==> config.mk <==
export PLATFORM = sky130hd
export DESIGN_NAME = pwm_event_gen
export DESIGN_NICKNAME = d
export VERILOG_FILES = /design/src/rtl/pwm_event_gen.sv
export SDC_FILE = /design/constraint.sdc
export NUM_CORES = 1
export LEC_CHECK = 0
export ABC_AREA = 1
export BUFFER_PORTS_ARGS = -buffer_cell sky130_fd_sc_hd__buf_2
export CAP_MARGIN = 20
export CORE_MARGIN = 1.5
export CORE_UTILIZATION = 35
export DETAILED_ROUTE_END_ITERATION = 10
export GPL_TIMING_DRIVEN = 0
export PLACE_DENSITY_LB_ADDON = 0.12
export SLEW_MARGIN = 20
export SYNTH_ARGS = -nofsm -noshare
export SYNTH_HDL_FRONTEND = slang
export SYNTH_SLANG_ARGS = --single-unit
==> constraint.sdc <==
create_clock -name clk -period 7 [get_ports clk]
set_input_delay 1.4 -clock clk [delete_from_list [all_inputs] [get_ports clk]]
set_output_delay 1.4 -clock clk [all_outputs]
set_load 0.03 [all_outputs]
==> src/rtl/pwm_event_gen.sv <==
module pwm_event_gen #(
  parameter int CNT_W = 16
) (
  input  logic             clk,
  input  logic             rst_n,
  input  logic             wr_en,
  input  logic [2:0]       wr_addr,
  input  logic [CNT_W-1:0] wr_data,
  output logic             pwm_out,
  output logic [CNT_W-1:0] count_out
);
  localparam int ACT_W = 12;

  logic             en, mode, rising;
  logic [CNT_W-1:0] period, cmp_a, cmp_b, cnt;
  logic [ACT_W-1:0] act;
  logic [1:0]       sel;
  logic             ev_zero, ev_per, ev_a_up, ev_a_dn, ev_b_up, ev_b_dn, hit;

  always_ff @(posedge clk or negedge rst_n) begin
    if (!rst_n) begin
      en <= 1'b0; mode <= 1'b0;
      period <= '0; cmp_a <= '0; cmp_b <= '0; act <= '0;
    end else if (wr_en) begin
      case (wr_addr)
        3'd0: begin en <= wr_data[0]; mode <= wr_data[1]; end
        3'd1: period <= wr_data;
        3'd2: cmp_a <= wr_data;
        3'd3: cmp_b <= wr_data;
        3'd4: act <= wr_data[ACT_W-1:0];
        default: ;
      endcase
    end
  end

  assign ev_zero = en && (cnt == '0);
  assign ev_per  = en && (cnt == period);
  assign ev_a_up = en && mode && rising && (cnt == cmp_a);
  assign ev_a_dn = en && !rising && (cnt == cmp_a);
  assign ev_b_up = en && mode && rising && (cnt == cmp_b);
  assign ev_b_dn = en && !rising && (cnt == cmp_b);
  assign hit = ev_zero | ev_per | ev_a_up | ev_a_dn | ev_b_up | ev_b_dn;

  always_comb begin
    if      (ev_zero) sel = act[1:0];
    else if (ev_per)  sel = act[3:2];
    else if (ev_a_up) sel = act[5:4];
    else if (ev_a_dn) sel = act[7:6];
    else if (ev_b_up) sel = act[9:8];
    else if (ev_b_dn) sel = act[11:10];
    else              sel = 2'b00;
  end

  always_ff @(posedge clk or negedge rst_n) begin
    if (!rst_n) begin
      cnt <= '0; rising <= 1'b0; pwm_out <= 1'b0;
    end else if (!en) begin
      cnt <= '0; rising <= 1'b0; pwm_out <= 1'b0;
    end else begin
      case (sel)
        2'b01: pwm_out <= ~pwm_out;
        2'b10: pwm_out <= 1'b0;
        2'b11: pwm_out <= 1'b1;
        default: ;
      endcase
      if (!mode) begin
        rising <= 1'b0;
        cnt <= (cnt == '0) ? period : cnt - 1'b1;
      end else if (period == '0) begin
        rising <= 1'b0;
        cnt <= '0;
      end else if (cnt >= period) begin
        rising <= 1'b0;
        cnt <= cnt - 1'b1;
      end else if (cnt == '0) begin
        rising <= 1'b1;
        cnt <= cnt + 1'b1;
      end else begin
        cnt <= rising ? cnt + 1'b1 : cnt - 1'b1;
      end
    end
  end

  assign count_out = cnt;
endmodule


==> summary.md, run 1 <==
| Metric | Value |
|---|---|
| Drt first pass iters | `4` |
| Period minus WS final | `2.89 ns` |
| RSZ-0062 raised after global routing | `false` |
| CTS root buf | `clkbuf_16` |
| Fraction of layout cells with a size suffix above 1 | `0.144` |
| Slowest CP cell | `dfrtp_1` |
| Hold Vio Cnt, Final | `0` |
| Min-Delay Path Class | `reg2reg` |
| Post-CTS Hold Fix Bufs | `0` |
| Slew of the pin with the lowest slew margin | `0.764 ns` |
| Setup Buffers After CTS | `0` |
| Combinational share of power | `0.510` |
| Crit-path cells | `ha_1, nand4_1, nor3_1, nand2_1, nor2_1, nand2_1, nand2_1, inv_1, a21oi_4, ha_1, inv_1, a21oi_1, nand3_1, nand2_1` |
| Clock power share | `0.217` |
| Vias in the first global route | `4,718` |
| Max clock buf depth | `2` |
| Most common cell after layout, fill and taps aside | `nand2_1` |
| Post-Synthesis Mean Instance Area | `7.46 µm²` |
| Post-route cell area | `6100 µm²` |
| Mapped Cells | `715` |
| PD cells | `393 nW/µm²` |
| Rel. slew slack | `0.486` |
| Internal power | `1.32 mW` |
| H-tree depth | `3` |
| CTS tree | `done` |
| R2R Setup Slk | `4.11 ns` |
| Die W | `~130 µm` |
| Post-cts sizing count | `0` |
| Worst Reg-to-Reg Cells | `14` |
| WP buf/inv | `2` |
| CP top delay family | `simple AND/OR/NAND/NOR gates` |
| Commonest non-fill, non-tap cells in the layout | `nand2_1 (183), o21ai_0 (85), inv_1 (80), dfrtp_1 (80), nor2_1 (52)` |
| Die area | `16,000 µm²` |
| Slew Limit Fails | `0` |
| Leakage power total | `3.10 nW` |
| Sequential power share | `0.272` |
| Number of CTS-inserted buffers | `9` |
| Synthesized area | `roughly 5300 µm²` |
| Critical Path Sink Type | `flop` |
| Setup TNS | `0 ns` |
| Syn Nets | `757` |
| Fill cells | `around 1,500` |
| Total GRT Usage | `0.206` |
| Commonest register cell after synthesis | `dfrtp_1` |
| DRT iter0 DRCs | `approximately 340` |
| WL per Instance | `about 16 µm` |
| CP Launch Type | `flop` |
| #FFs+latches synth | `80` |
| Area after DPL | `approximately 5800 µm²` |
| Number of max-cap violations | `0` |
| WP data arrival | `around 3.1 ns` |
| Final nets | `807` |
| Setup Viol. Count Final | `0` |
| Hold Path Origin | `act[7]` |
| Syn-to-layout area delta | `14.5%` |
| DP Wirelength | `between 10,000 and 15,000 µm` |
| Worst Hold Path EP | `act[7]` |
| Final GP Congestion | `0.914` |
| Yosys cell types | `42` |
| Floorplan row count | `44` |
| Delay of the slowest cell on the worst path | `0.53 ns` |
| Switching Fraction | `0.449` |
| Fin crit share | `0.413` |
| Yosys warning count | `0` |
| # DRC | `0` |
| Buffers on Ports | `38` |
| Status | `complete, no violations` |
| CP max FO | `8` |
| FMAX | `346 MHz` |
| EDFF count, synth | `0` |
| Hold_ws | `0.482 ns` |
| Most used cell, CP | `nand2_1` |
| Net Sw Power | `~1.1 mW` |
| Core ar. | `roughly 15,000 µm²` |
| Hold-critical path depth | `2` |
| Launching point of the worst reg2reg path | `count_out[12]` |
| Maximum vdd drop | `0.111 mV` |
| Clock insertion delay at the later pin of the skew report | `0.35 ns` |
| Vias | `4,792` |
| Die height | `126 µm` |
| Largest net degree at the start of global routing | `46` |
| Vias per cell | `just over 5` |
| Clk sinks | `80` |
| Diode count | `0` |
| Clk_skew | `0.00448 ns` |
| Antenna Violating Nets Remaining | `0` |
| Initial Util | `0.363` |
| Critical path class | `reg2reg` |
| First-pass GRT wire length | `around 25,000 µm` |
| Antenna violations before repair | `0` |
| GRT overflow | `0` |
| CTS clk-pin slew, worst paths | `around 0.06 ns` |
| Reg-to-reg endpoint | `pwm_out` |
| Post-Route WL | `15,600 µm` |
| # IOs | `39` |
| Sequential area share after synthesis | `0.375` |
| Crit path required time | `7.24 ns` |
| Post-synth ARST share | `1.00` |
routing by layer:
metal	wire length [µm]	GRT usage	up-vias
met1	7560	0.282	2253
met3	550	0.0274	23
met4	347	0.0832	0
met2	7110	0.331	107
li1	-	-	2409
met5	0	0	-
tightest hold or removal path: cells and delay by family (launching register included):
kind	cells	cell delay, ns
AND/OR/NAND/NOR	1	0.05
AO/OA/AOI/OAI	1	0.06
flip-flops	1	0.34
power by group through the flow:
| stage | sequential (mW) | combinational, mW | clock, mW |
|---|---|---|---|
| 3_5_place_dp | 0.662 | 1.22 | 0 |
| 4_1_cts | 0.655 | 1.23 | 0.532 |
| 3_3_place_gp | 0.657 | 1.20 | 0 |
| 5_1_grt | 0.670 | 1.38 | 0.548 |
| 6_report | 0.654 | 1.23 | 0.522 |
| 2_1_floorplan | 0.703 | 0.861 | 0 |
through the flow:
step | utilization | power, mW | instances | setup slack [ns]
global placement | 0.391 | 1.86 | 937 | 3.87
floorplan | - | 1.56 | 715 | 4.60
finish | 0.415 | 2.40 | 953 | 4.11
detailed placement | 0.393 | 1.88 | 938 | 4.04
global route | 0.415 | 2.60 | 953 | 3.84
CTS | 0.415 | 2.41 | 953 | 4.02
synthesized netlist by cell type, types with 6 or more instances:
cell type	n	share of area
a21oi_1	30	0.028
buf_4	7	0.0099
buf_6	6	0.013
clkbuf_1	14	0.0099
dfrtp_1	80	0.38
ha_1	20	0.047
inv_1	80	0.056
inv_2	9	0.0063
nand2_1	183	0.13
nand3_1	21	0.020
nand4_1	14	0.016
nor2_1	52	0.037
nor2_2	11	0.013
nor3_1	10	0.0094
o21ai_0	85	0.080
xor2_1	36	0.059
cells by family (layout without fill, tap and decap cells):
group	after synthesis	after routing	synth area share
flip-flops	80	80	0.375
buffers and inverters	122	176	0.101
adder cells (fa/ha/maj)	20	20	0.0469
AND/OR/NAND/NOR	313	313	0.268
AO/OA/AOI/OAI	142	142	0.146
XOR/XNOR	38	38	0.0624
how the worst max path moves through the flow:
stage,startpoint,end,slack (ns),cells after the start
after floorplan,count_out[0],pwm_out,4.60,14
after global placement,rst_n,count_out[3],3.87,1
after detailed placement,count_out[12],pwm_out,4.04,14
after CTS,count_out[12],pwm_out,4.02,14
after global routing,count_out[12],pwm_out,3.84,13
final,count_out[12],pwm_out,4.11,14
flip-flops by register name (all words and copies together) (netlist names):
name       flops
act           12
cmp_a         16
cmp_b         16
count_out     16
en             1
mode           1
period        16
pwm_out        1
rising         1
layout make-up:
cell class | count | area (µm²) | share of cell area
Clock inverter | 3 | 65.1 | 0.0107
Sequential cell | 80 | 2000 | 0.328
Timing Repair Buffer | 39 | 220 | 0.0361
Inverter | 92 | 352 | 0.0576
Tap cell | 184 | 230 | 0.0377
Buffer | 30 | 186 | 0.0305
Clock buffer | 12 | 256 | 0.0420
Multi-Input combinational cell | 513 | 2790 | 0.457
Power figures use the tool's default switching activity.
==> run 2: changes to the inputs <==
==> constraint.sdc (replaced) <==
create_clock -name clk -period 2.6 [get_ports clk]
set_input_delay 0.52 -clock clk [delete_from_list [all_inputs] [get_ports clk]]
set_output_delay 0.52 -clock clk [all_outputs]
set_load 0.03 [all_outputs]
==> summary.md, run 2 (synthesis results as in run 1) <==
| Metric | Value |
|---|---|
| Core ar. | `14,700 µm²` |
| Critical Path Sink Type | `flop` |
| Post-Place Setup Slack | `-0.357 ns` |
| Die W | `~130 µm` |
| Crit path required time | `between 2 and 3 ns` |
| Buffers on Ports | `38` |
| Final nets | `823` |
| CTS tree | `done` |
| Leakage power total | `3.19 nW` |
| CP Launch Type | `flop` |
| Fin crit share | `0.964` |
| Reg-to-reg endpoint | `pwm_out` |
| Largest net degree at the start of global routing | `46` |
| H-tree depth | `3` |
| Commonest non-fill, non-tap cells in the layout | `nand2_1 (181), o21ai_0 (85), inv_1 (77)` |
| Clock insertion delay at the later pin of the skew report | `about 0.35 ns` |
| WP data arrival | `2.74 ns` |
| Die height | `about 130 µm` |
| CTS clk-pin slew, worst paths | `0.06 ns` |
| Vias in the first global route | `between 4,000 and 5,000` |
| Rel. slew slack | `0.508` |
| Switching Fraction | `0.454` |
| RSZ-0062 raised after global routing | `true` |
| # IOs | `39` |
| PD cells | `1070 nW/µm²` |
| WL per Instance | `16.5 µm` |
| Final GP Congestion | `0.914` |
| Number of max-cap violations | `0` |
| Min-Delay Path Class | `in2async` |
| Die area | `around 16,000 µm²` |
| Hold_ws | `0.138 ns` |
| Net Sw Power | `about 3.1 mW` |
| DRT iter0 DRCs | `328` |
| Total GRT Usage | `0.208` |
| Met2 usage | `0.337` |
| DP Wirelength | `between 10,000 and 15,000 µm` |
| Min setup slack post-route | `between 0.09 and 0.1 ns` |
| Setup Viol. Count Final | `0` |
| CTS root buf | `clkbuf_16` |
| Critical path class | `reg2reg` |
| Post-CTS Hold Fix Bufs | `0` |
| Antenna violations before repair | `0` |
| Number of CTS-inserted buffers | `9` |
| Worst Reg-to-Reg Cells | `14` |
| Fraction of layout cells with a size suffix above 1 | `0.191` |
| Drt first pass iters | `5` |
| Vias | `~4,900` |
| Clock power share | `0.207` |
| First-pass GRT wire length | `25,400 µm` |
| Grt met3 use | `0.0274` |
| Final Util | `0.434` |
| Clk sinks | `80` |
| Launching point of the worst reg2reg path | `count_out[1]` |
| Most common cell after layout, fill and taps aside | `nand2_1` |
| Max clock buf depth | `2` |
| GR Util met1 | `0.285` |
| Diode count | `0` |
| Hold Vio Cnt, Final | `0` |
| Initial Util | `0.363` |
| Setup TNS | `0 ns` |
| Period minus WS final | `about 2.5 ns` |
| FMAX | `approximately 400 MHz` |
| Busiest grt layer | `met2` |
| Floorplan row count | `44` |
| Status | `complete, no violations` |
| Antenna Violating Nets Remaining | `0` |
| Slew Limit Fails | `0` |
| Syn-to-layout area delta | `19.7%` |
| Clk_skew | `0.00624 ns` |
| Slew of the pin with the lowest slew margin | `0.732 ns` |
| CP max FO | `6` |
| Vias per cell | `between 5 and 6` |
| Combinational share of power | `0.535` |
| Internal power | `roughly 3.7 mW` |
| Fill cells | `1,498` |
| # DRC | `0` |
| Setup crit start | `count_out[1]` |
| Post-Route WL | `16,000 µm` |
| R2R Setup Slk | `0.09 ns` |
| Maximum vdd drop | `0.301 mV` |
| GRT overflow | `0` |
| Sequential power share | `0.258` |
-- run 2: worst max path at each step --
stage	endpoint	slack, ns	cells past startpoint
2_1_floorplan	pwm_out	0.20	14
3_3_place_gp	pwm_out	-0.31	14
3_5_place_dp	pwm_out	-0.36	14
4_1_cts	pwm_out	0.001	13
5_1_grt	pwm_out	-0.05	13
6_report	pwm_out	0.09	14
-- run 2: final cells by class --
class                   instances  area, µm²  share of cell area
repair buffers                 54        333              0.0521
plain buffers                  30        186              0.0292
clock buffers                  12        256              0.0402
multi-input cells             514       2950               0.461
well taps                     184        230              0.0361
flip-flops and latches         80       2010               0.314
inverters                      92        359              0.0563
clock inverters                 3       65.1              0.0102
-- run 2: layer usage --
metal | share of wire | routed length (µm) | vias up
met2 | 0.46 | 7420 | 129
li1 | - | - | 2448
met3 | 0.042 | 671 | 20
met4 | 0.020 | 325 | 0
met1 | 0.48 | 7610 | 2345
met5 | 0 | 0 | -
-- run 2: per-stage QoR --
stage                     power [mW]  cells  cell area (µm²)
after floorplan                 4.21    715             5330
after global placement          5.00    937             5750
after detailed placement        5.07    938             5780
after CTS                       6.61    961             6240
after global routing            7.33    969             6380
final                           6.81    969             6380
-- run 2: repair_timing --
action | 4_1_cts | 5_1_grt
setup endpoints to repair | 12 | 7
pin swaps | 9 | 11
cloned | 0 | 1
buffers inserted | 8 | 7
hold endpoints to repair | 0 | 0
resized for setup | 13 | 19
-- run 2: power by group through the flow --
stage / logic [mW] / clock network (mW) / registers, mW
6_report: 3.64 / 1.41 / 1.75
2_1_floorplan: 2.32 / 0 / 1.89
4_1_cts: 3.42 / 1.43 / 1.76
3_3_place_gp: 3.23 / 0 / 1.77
3_5_place_dp: 3.29 / 0 / 1.78
5_1_grt: 4.06 / 1.48 / 1.79
-- run 2: critical path: stages, from the launching register on --
cell	delay [ns]
dfrtp_2	0.45
inv_4	0.12
ha_1	0.15
inv_1	0.10
nor4_4	0.38
nand4_4	0.22
o31ai_2	0.10
inv_1	0.07
a21oi_2	0.17
inv_1	0.06
ha_1	0.30
inv_2	0.07
a21oi_2	0.05
nand3_1	0.08
nand2_1	0.05
==> run 3: changes to the inputs <==
--- a/config.mk
+++ b/config.mk
@@ -9,10 +9,9 @@
 export BUFFER_PORTS_ARGS = -buffer_cell sky130_fd_sc_hd__buf_2
 export CAP_MARGIN = 20
 export CORE_MARGIN = 1.5
-export CORE_UTILIZATION = 35
+export CORE_UTILIZATION = 27
 export DETAILED_ROUTE_END_ITERATION = 10
 export GPL_TIMING_DRIVEN = 0
-export PLACE_DENSITY_LB_ADDON = 0.12
 export SLEW_MARGIN = 20
 export SYNTH_ARGS = -nofsm -noshare
 export SYNTH_HDL_FRONTEND = slang
==> constraint.sdc (replaced) <==
create_clock -name clk -period 2.6 [get_ports clk]
set_input_delay 0.52 -clock clk [delete_from_list [all_inputs] [get_ports clk]]
set_output_delay 0.52 -clock clk [all_outputs]
set_load 0.05 [all_outputs]
==> summary.md, run 3 (synthesis results as in run 1) <==
| Metric | Value |
|---|---|
| Leakage power total | `3.14 nW` |
| Slew of the pin with the lowest slew margin | `0.720 ns` |
| Hold Vio Cnt, Final | `0` |
| Min-Delay Path Class | `in2async` |
| Initial Util | `0.275` |
| Largest net degree at the start of global routing | `48` |
| Hold_ws | `~0.14 ns` |
| PD cells | `1070 nW/µm²` |
| CTS clk-pin slew, worst paths | `0.07 ns` |
| Clk_skew | `0.0101 ns` |
| Number of CTS-inserted buffers | `9` |
| Most common cell after layout, fill and taps aside | `nand2_1` |
| Setup TNS | `0 ns` |
| Fill cells | `roughly 2,100` |
| CP max FO | `7` |
| Max clock buf depth | `2` |
| Antenna violations before repair | `0` |
| Commonest non-fill, non-tap cells in the layout | `nand2_1 (182), o21ai_0 (85), dfrtp_1 (76)` |
| CP Launch Type | `flop` |
| Antenna Violating Nets Remaining | `0` |
| Vias | `around 5,000` |
| Setup crit start | `count_out[0]` |
| Fraction of layout cells with a size suffix above 1 | `0.183` |
| Vias in the first global route | `4,688` |
| Syn-to-layout area delta | `20.1%` |
| Fin crit share | `0.954` |
| Core ar. | `19,400 µm²` |
| Floorplan row count | `between 50 and 60` |
| Post-CTS Hold Fix Bufs | `0` |
| Maximum vdd drop | `between 0.4 and 0.5 mV` |
| Die area | `20,600 µm²` |
| Status | `complete, no violations` |
| First-pass GRT wire length | `between 20,000 and 25,000 µm` |
| # IOs | `39` |
| FMAX | `403 MHz` |
| Clock insertion delay at the later pin of the skew report | `0.34 ns` |
| RSZ-0062 raised after global routing | `true` |
| Slew Limit Fails | `0` |
| Total chip power | `6.88 mW` |
| Crit path required time | `2.88 ns` |
| CTS root buf | `clkbuf_16` |
| Post-Route WL | `15,300 µm` |
| Die height | `144 µm` |
| WP data arrival | `between 2 and 3 ns` |
| Drt first pass iters | `7` |
| Rel. slew slack | `0.516` |
| # DRC | `0` |
| Clk sinks | `80` |
| Setup Viol. Count Final | `0` |
| Period minus WS final | `between 2 and 2.5 ns` |
| CTS tree | `done` |
| Worst Reg-to-Reg Cells | `14` |
| Final nets | `814` |
| WL per Instance | `14.7 µm` |
| Final Util | `0.330` |
| Critical path class | `reg2reg` |
| Die W | `about 140 µm` |
| Total GRT Usage | `0.155` |
| DP Wirelength | `11,900 µm` |
| Final GP Congestion | `0.898` |
| Vias per cell | `4.68` |
| Launching point of the worst reg2reg path | `count_out[0]` |
| DRT iter0 DRCs | `321` |
| H-tree depth | `3` |
| Critical Path Sink Type | `flop` |
| GRT overflow | `0` |
| Buffers on Ports | `38` |
| Diode count | `0` |
| Number of max-cap violations | `0` |
run 3: layer usage:
layer  routed length [µm]  track usage
met1                 7470        0.212
met2                 6960        0.245
met3                  554       0.0260
met4                  361       0.0559
met5                    0            0
run 3: cell type report:
class	instances	area [µm²]	area share
repair buffers	46	273	0.0426
plain buffers	30	186	0.0291
well taps	265	332	0.0518
multi-input cells	513	2890	0.451
inverters	92	352	0.0549
clock inverters	4	98.8	0.0154
clock buffers	12	267	0.0416
flip-flops and latches	80	2010	0.313
run 3: critical path, cell delays in order, from the launching register on:
cell	delay, ns
dfrtp_2	0.47
inv_2	0.18
ha_1	0.17
inv_1	0.11
nor4_4	0.33
nand4_4	0.22
o31ai_2	0.10
inv_1	0.07
a21oi_2	0.15
inv_2	0.06
ha_4	0.26
inv_2	0.03
a21oi_2	0.10
nand3_1	0.08
nand2_1	0.07
run 3: timing repair:
| item | in CTS | in global routing |
|---|---|---|
| buffers inserted | 1 | 6 |
| resized for setup | 5 | 19 |
| setup endpoints to repair | 1 | 8 |
| endpoints found under the hold margin | 0 | 0 |
| pin swaps | 1 | 12 |
| gates cloned | 0 | 0 |
run 3: power breakdown:
part	leakage [nW]	internal (mW)	total, mW	switching [mW]
sequential	1.02	1.52	1.76	0.242
clock	0.179	1.02	1.55	0.530
combinational	1.95	1.24	3.57	2.33
run 3: worst paths after layout:
kind / slack [ns] / endpoint
max: 0.12 / pwm_out
min: 0.14 / period[13]
max reg2reg: 0.12 / pwm_out
min reg2reg: 0.48 / act[7]
max in group asynchronous: 1.85 / count_out[0]
min in group clk: 0.48 / act[7]
run 3: stage by stage:
step | setup slack, ns | instances | instance area [µm²]
floorplan | 0.0639 | 715 | 5330
global placement | -0.259 | 1018 | 5850
detailed placement | -0.236 | 1019 | 5880
CTS | 0.00140 | 1036 | 6280
global route | -0.0224 | 1042 | 6400
finish | 0.119 | 1042 | 6400
